===== config.mk =====
export PLATFORM = sky130hd
export DESIGN_NAME = dma_evt_arb
export DESIGN_NICKNAME = d
export VERILOG_FILES = /design/src/rtl/dma_evt_pkg.sv /design/src/rtl/evt_wr_decode.sv /design/src/rtl/evt_sticky_bank.sv /design/src/rtl/low_first_enc.sv /design/src/rtl/dma_evt_arb.sv
export SDC_FILE = /design/constraint.sdc
export NUM_CORES = 1
export LEC_CHECK = 0
export BUFFER_PORTS_ARGS = -buffer_cell sky130_fd_sc_hd__buf_2
export CAP_MARGIN = 10
export CORE_MARGIN = 2
export CORE_UTILIZATION = 55
export CTS_BUF_LIST = sky130_fd_sc_hd__clkbuf_8
export DETAILED_ROUTE_END_ITERATION = 12
export GPL_ROUTABILITY_DRIVEN = 0
export PLACE_DENSITY = 0.83
export SLEW_MARGIN = 10
export SYNTH_ARGS = -nofsm -noshare
export SYNTH_HDL_FRONTEND = slang
export SYNTH_SLANG_ARGS = --single-unit

===== constraint.sdc =====
create_clock -name clk -period 7.3 [get_ports clk]
set_clock_uncertainty 0.1 [all_clocks]
set_input_delay 0.73 -clock clk [delete_from_list [all_inputs] [get_ports clk]]
set_output_delay 0.73 -clock clk [all_outputs]
set_load 0.01 [all_outputs]

===== src/rtl/dma_evt_pkg.sv =====
package dma_evt_pkg;

  // Function field (upper two address bits) of the register write port.
  typedef enum logic [1:0] {
    FN_EN_SET  = 2'd0,
    FN_EN_CLR  = 2'd1,
    FN_EVT_SET = 2'd2,
    FN_RSVD    = 2'd3
  } wr_func_e;

  function automatic int unsigned idx_w(input int unsigned n);
    return (n > 1) ? $clog2(n) : 1;
  endfunction

endpackage


===== src/rtl/evt_wr_decode.sv =====
module evt_wr_decode
  import dma_evt_pkg::*;
#(
  parameter int N     = 64,
  parameter int REG_W = 32,
  localparam int NWORD = (N + REG_W - 1) / REG_W,
  localparam int WW    = idx_w(NWORD),
  localparam int AW    = WW + 2
) (
  input  logic             wr_en,
  input  logic [AW-1:0]    wr_addr,
  input  logic [REG_W-1:0] wr_data,
  output logic [N-1:0]     en_set,
  output logic [N-1:0]     en_clr,
  output logic [N-1:0]     evt_set
);

  wr_func_e               fn;
  logic [NWORD*REG_W-1:0] set_w, clr_w, evt_w;

  assign fn = wr_func_e'(wr_addr[AW-1 -: 2]);

  for (genvar w = 0; w < NWORD; w++) begin : g_word
    logic hit;
    assign hit = wr_en && (wr_addr[WW-1:0] == WW'(w));
    assign set_w[w*REG_W +: REG_W] = (hit && fn == FN_EN_SET)  ? wr_data : '0;
    assign clr_w[w*REG_W +: REG_W] = (hit && fn == FN_EN_CLR)  ? wr_data : '0;
    assign evt_w[w*REG_W +: REG_W] = (hit && fn == FN_EVT_SET) ? wr_data : '0;
  end

  assign en_set  = set_w[N-1:0];
  assign en_clr  = clr_w[N-1:0];
  assign evt_set = evt_w[N-1:0];

endmodule


===== src/rtl/evt_sticky_bank.sv =====
module evt_sticky_bank #(
  parameter int N = 64
) (
  input  logic         clk,
  input  logic         rst,
  input  logic [N-1:0] set_vec,
  input  logic [N-1:0] clr_vec,
  output logic [N-1:0] q
);

  // A set in the same cycle as a clear leaves the bit set.
  always_ff @(posedge clk) begin
    if (rst) q <= '0;
    else     q <= (q & ~clr_vec) | set_vec;
  end

endmodule


===== src/rtl/low_first_enc.sv =====
module low_first_enc
  import dma_evt_pkg::*;
#(
  parameter int N  = 64,
  localparam int IW = idx_w(N)
) (
  input  logic [N-1:0]  req,
  output logic          found,
  output logic [IW-1:0] idx
);

  // Scan from the top so the lowest set index is written last and wins.
  always_comb begin
    found = 1'b0;
    idx   = '0;
    for (int i = N - 1; i >= 0; i--) begin
      if (req[i]) begin
        found = 1'b1;
        idx   = IW'(i);
      end
    end
  end

endmodule


===== src/rtl/dma_evt_arb.sv =====
module dma_evt_arb
  import dma_evt_pkg::*;
#(
  parameter int N_DMA   = 64,
  parameter int N_QDMA  = 8,
  parameter int N_QUEUE = 2,
  parameter int REG_W   = 32,
  localparam int QW   = idx_w(N_QUEUE),
  localparam int DW   = idx_w(N_DMA),
  localparam int KW   = idx_w(N_QDMA),
  localparam int CW   = (DW > KW) ? DW : KW,
  localparam int NWRD = (N_DMA + REG_W - 1) / REG_W,
  localparam int AW   = idx_w(NWRD) + 2
) (
  input  logic                 clk,
  input  logic                 rst,
  input  logic [N_DMA-1:0]     ext_evt,
  input  logic [N_DMA-1:0]     chain_evt,
  input  logic [N_QDMA-1:0]    qdma_trig,
  input  logic                 wr_en,
  input  logic [AW-1:0]        wr_addr,
  input  logic [REG_W-1:0]     wr_data,
  input  logic [N_DMA*QW-1:0]  dma_qmap,
  input  logic [N_QDMA*QW-1:0] qdma_qmap,
  input  logic [N_QUEUE-1:0]   q_ready,
  output logic                 out_valid,
  output logic                 out_is_qdma,
  output logic [CW-1:0]        out_chan,
  output logic [QW-1:0]        out_queue
);

  logic [N_DMA-1:0]  en_set, en_clr, sw_set;
  logic [N_DMA-1:0]  dma_en, dma_pend, dma_set_vec, dma_clr_vec, dma_ok;
  logic [N_QDMA-1:0] qdma_pend, qdma_clr_vec, qdma_ok;
  logic              dma_found, qdma_found;
  logic [DW-1:0]     dma_idx;
  logic [KW-1:0]     qdma_idx;
  logic              take_dma, take_qdma;

  evt_wr_decode #(.N(N_DMA), .REG_W(REG_W)) u_dec (
    .wr_en   (wr_en),
    .wr_addr (wr_addr),
    .wr_data (wr_data),
    .en_set  (en_set),
    .en_clr  (en_clr),
    .evt_set (sw_set)
  );

  evt_sticky_bank #(.N(N_DMA)) u_enable (
    .clk (clk), .rst (rst), .set_vec (en_set), .clr_vec (en_clr), .q (dma_en)
  );

  assign dma_set_vec = (ext_evt & dma_en) | sw_set | chain_evt;

  evt_sticky_bank #(.N(N_DMA)) u_dma_pend (
    .clk (clk), .rst (rst), .set_vec (dma_set_vec), .clr_vec (dma_clr_vec), .q (dma_pend)
  );

  evt_sticky_bank #(.N(N_QDMA)) u_qdma_pend (
    .clk (clk), .rst (rst), .set_vec (qdma_trig), .clr_vec (qdma_clr_vec), .q (qdma_pend)
  );

  // A channel is eligible only while the queue it maps to has space.
  for (genvar c = 0; c < N_DMA; c++) begin : g_dma_ok
    logic [QW-1:0] qi;
    assign qi        = dma_qmap[c*QW +: QW];
    assign dma_ok[c] = (32'(qi) < N_QUEUE) && q_ready[qi];
  end

  for (genvar k = 0; k < N_QDMA; k++) begin : g_qdma_ok
    logic [QW-1:0] qi;
    assign qi         = qdma_qmap[k*QW +: QW];
    assign qdma_ok[k] = (32'(qi) < N_QUEUE) && q_ready[qi];
  end

  low_first_enc #(.N(N_DMA)) u_dma_enc (
    .req (dma_pend & dma_ok), .found (dma_found), .idx (dma_idx)
  );

  low_first_enc #(.N(N_QDMA)) u_qdma_enc (
    .req (qdma_pend & qdma_ok), .found (qdma_found), .idx (qdma_idx)
  );

  assign take_dma  = dma_found;
  assign take_qdma = !dma_found && qdma_found;

  assign out_valid   = take_dma || take_qdma;
  assign out_is_qdma = take_qdma;

  always_comb begin
    out_chan  = '0;
    out_queue = '0;
    if (take_dma) begin
      out_chan  = CW'(dma_idx);
      out_queue = dma_qmap[dma_idx*QW +: QW];
    end else if (take_qdma) begin
      out_chan  = CW'(qdma_idx);
      out_queue = qdma_qmap[qdma_idx*QW +: QW];
    end
  end

  // Acceptance is implied by out_valid: eligibility already required space.
  always_comb begin
    dma_clr_vec  = '0;
    qdma_clr_vec = '0;
    if (take_dma)  dma_clr_vec[dma_idx]   = 1'b1;
    if (take_qdma) qdma_clr_vec[qdma_idx] = 1'b1;
  end

endmodule


==> flow_summary.ini <==
[floorplanning]
die_y_microns = 136
core_sq_um = 17200
die_x_microns = 136
rows = 48
ios = 257
start_util_pct = 55.8
die_area_sq_um = 18500

[yosys]
ys.flop_type = dfxtp_1
synth_compound_area_share_pct = 39.5
seq_area_frac_synth_pct = 28.4
synthAdderAreaFrac_pct = 0
synthSimpleGateAreaFrac_pct = 23.1
synthMuxAreaShare_pct = 4.63
synth_top_family_by_area = compound AO/OA/AOI/OAI gates
synth.avg_cell_area_sq_um = 7.43
async_flop_share_pct = 0
synth-xor-area-share_pct = 0
synth_fp_nets = 1539
synth_edf_count = 0
ys_warn_count = 0
synth_seq_cells = 136
synthCells = 1291
syn-cell-area_sq_um = 9590
synthDistinctLibCells = 76

[drt]
dr_wl_met2_microns = 16300
dr.pass1.iters = 9
wirelength_microns = 37700
wl_met1_microns = 14100
drt_iter0_markers = 1837
antenna_left = 0
wl_met3_microns = 5470
via_count = 12000
drc_errors = 0
top_layer = met5
drt-vias-per-instance = 6.85
wl_per_cell_microns = 21.5

[place]
portBuffers = 256
dp_hpwl_microns = 28800
place_area_sq_um = 11000

[timing]
fin_crit_ps = 6570
tns_ps = 0
slew_violations = 0
hold_viol = 0
max-slew-margin-rel_pct = 11.3
setup_viol = 0
fin_crit_sh_pct = 90.0
fmax_mhz = 152
rsz0062_at_grt = no
tightest_slew_ps = 1320

[critical_path]
reg2reg_from = u_dma_pend.q[57]$_SDFF_PP0_
startpoint_type = input pin
reg2reg_slack_ps = 3430
cp_max_fo = 54
cp_data_arrival_time_ps = 5740
crit_type = in -> out
critPathLaunch = q_ready[0]
cp.required_ps = 6470
timing.rr.end = u_dma_pend.q[54]$_SDFF_PP0_
endpoint_kind = output port
rr_worst_depth = 10
worstSetupEndpoint = out_queue

[clock_tree]
cts_resized = 0
h-tree-depth = 4
path_clk_slew_ps = 90
cts_tree = built
holdBufCountCts = 0
clockRootBuffer = clkbuf_8
cts_buffer_depth = 2
cts_setup_buffers = 0
insertion_delay_ps = 450
clock-sinks = 136
numCtsBuffers = 17

[global_route]
grt_pass1_wl_microns = 57400
grt_antenna_before_repair = 3
grt_max_degree = 70
track_usage_pct = 39.9
grt_pass1_vias = 10700
grt_overflow = 0

[power_and_ir_drop]
p_sw_share_pct = 35.4
power.switching_uw = 793
pwr-share-clk_pct = 31.8
internal_power_uw = 1440
ir_drop_v = 0.000116
cellPowerDensity_nw_per_um2 = 195
totalPowerFinal_uw = 2240
p_leak_uw = 0.00464
p_comb_share_pct = 30.9
seqPwrFrac_pct = 37.3

[flow_run]
drv_cap = 0

[cells_and_area]
final_area_sq_um = 11500
num_antenna_cells = 0
syn_to_final_growth_pct = 19.8
drive_above_1_share_pct = 23.0
fillers = 1534
fin_nets = 1767

[min_path]
min_path_type = in -> reg
worstHoldPathCells = 3

[status]
status = completed
-- worst max-delay path: stages --
cell,delay [ps]
buf_2,710
buf_4,420
mux2i_1,110
a311oi_1,240
a22o_1,210
a211oi_1,80
o21a_1,140
o211ai_2,310
nand3_2,490
nor3_1,1170
a222oi_1,310
nor3b_1,210
a211oi_1,210
or4_1,230
buf_2,160
-- cell families after synthesis --
logic type             Yosys count
and+or+nand+nor                457
DFF                            136
muxes                           41
AOI/OAI and AO/OA              555
buffers and inverters          102
-- area by class of cell --
class	count	area, sq um	area share (%)
Sequential cell	136	2720	23.7
Tap cell	225	282	2.45
Clock inverter	13	191	1.67
Multi-Input combinational cell	1053	6470	56.4
Inverter	37	139	1.21
Clock buffer	19	262	2.28
Timing Repair Buffer	274	1420	12.3
-- flip-flops by register name (all words and copies together) (netlist names) --
register       count
u_dma_pend.q      64
u_qdma_pend.q      8
u_enable.q        64
-- power groups by stage --
stage	clock network (uW)	logic (uW)	registers, uW
final	712	692	834
after global routing	748	733	835
after CTS	714	661	828
after detailed placement	0	658	845
after global placement	0	648	843
after floorplan	0	414	822
-- synthesized netlist by cell type (13+ instances only) --
cell type / number / area share, %
mux2i_1: 17 / 1.8
nand4_1: 20 / 1.3
nand3_1: 16 / 0.84
dfxtp_1: 136 / 28
a22o_1: 41 / 3.7
o21a_1: 13 / 1.0
mux2_2: 23 / 2.7
clkbuf_1: 40 / 1.6
a221oi_1: 66 / 6.0
a21oi_1: 90 / 4.7
buf_2: 22 / 1.1
a22oi_1: 85 / 6.7
nand2_1: 171 / 6.7
inv_1: 35 / 1.4
o21ai_0: 152 / 7.9
nor2b_1: 67 / 4.4
nor2_1: 104 / 4.1
-- routing by layer --
metal	vias to the layer above	GRT usage, %
met5	-	0
met4	4	18.0
met3	193	11.0
met2	982	61.0
met1	5461	52.5
li1	5402	-
-- worst min path at each step --
| stage | end | startpoint |
|---|---|---|
| after floorplan | u_qdma_pend.q[6]$_SDFF_PP0_ | u_qdma_pend.q[6]$_SDFF_PP0_ |
| after global placement | u_qdma_pend.q[6]$_SDFF_PP0_ | u_qdma_pend.q[6]$_SDFF_PP0_ |
| after detailed placement | u_qdma_pend.q[6]$_SDFF_PP0_ | u_qdma_pend.q[6]$_SDFF_PP0_ |
| after CTS | u_qdma_pend.q[3]$_SDFF_PP0_ | qdma_trig[3] |
| after global routing | u_qdma_pend.q[4]$_SDFF_PP0_ | qdma_trig[4] |
| final | u_qdma_pend.q[3]$_SDFF_PP0_ | qdma_trig[3] |
-- cells in the final DEF, fill, tap and decap left out, types with 5 or more instances in the layout --
master	instances
a211oi_1	12
a21oi_1	90
a221oi_1	66
a222oi_1	6
a22o_1	41
a22oi_1	85
a31oi_1	7
and2_1	12
and3_1	7
and4_1	5
buf_2	256
buf_4	18
clkbuf_8	19
dfxtp_1	136
inv_1	36
mux2_2	23
mux2i_1	17
nand2_1	171
nand2b_1	11
nand3_1	16
nand4_1	20
nor2_1	100
nor2_2	5
nor2b_1	67
nor3_1	7
nor4_1	6
o2111ai_1	9
o211a_1	5
o21a_1	13
o21ai_0	152
o221ai_1	5
o22ai_1	9
o31a_1	5
or3_1	5
-- stage by stage --
step	hold WS [ps]	worst slack (ps)	util, %	instances
global route	404	686	66.9	1757
CTS	367	1020	66.8	1756
finish	380	727	66.9	1757
floorplan	354	2740	-	1291
global placement	373	1130	64.2	1724
detailed placement	377	1010	64.2	1724
No activity file was read; power rests on OpenSTA's default activity.
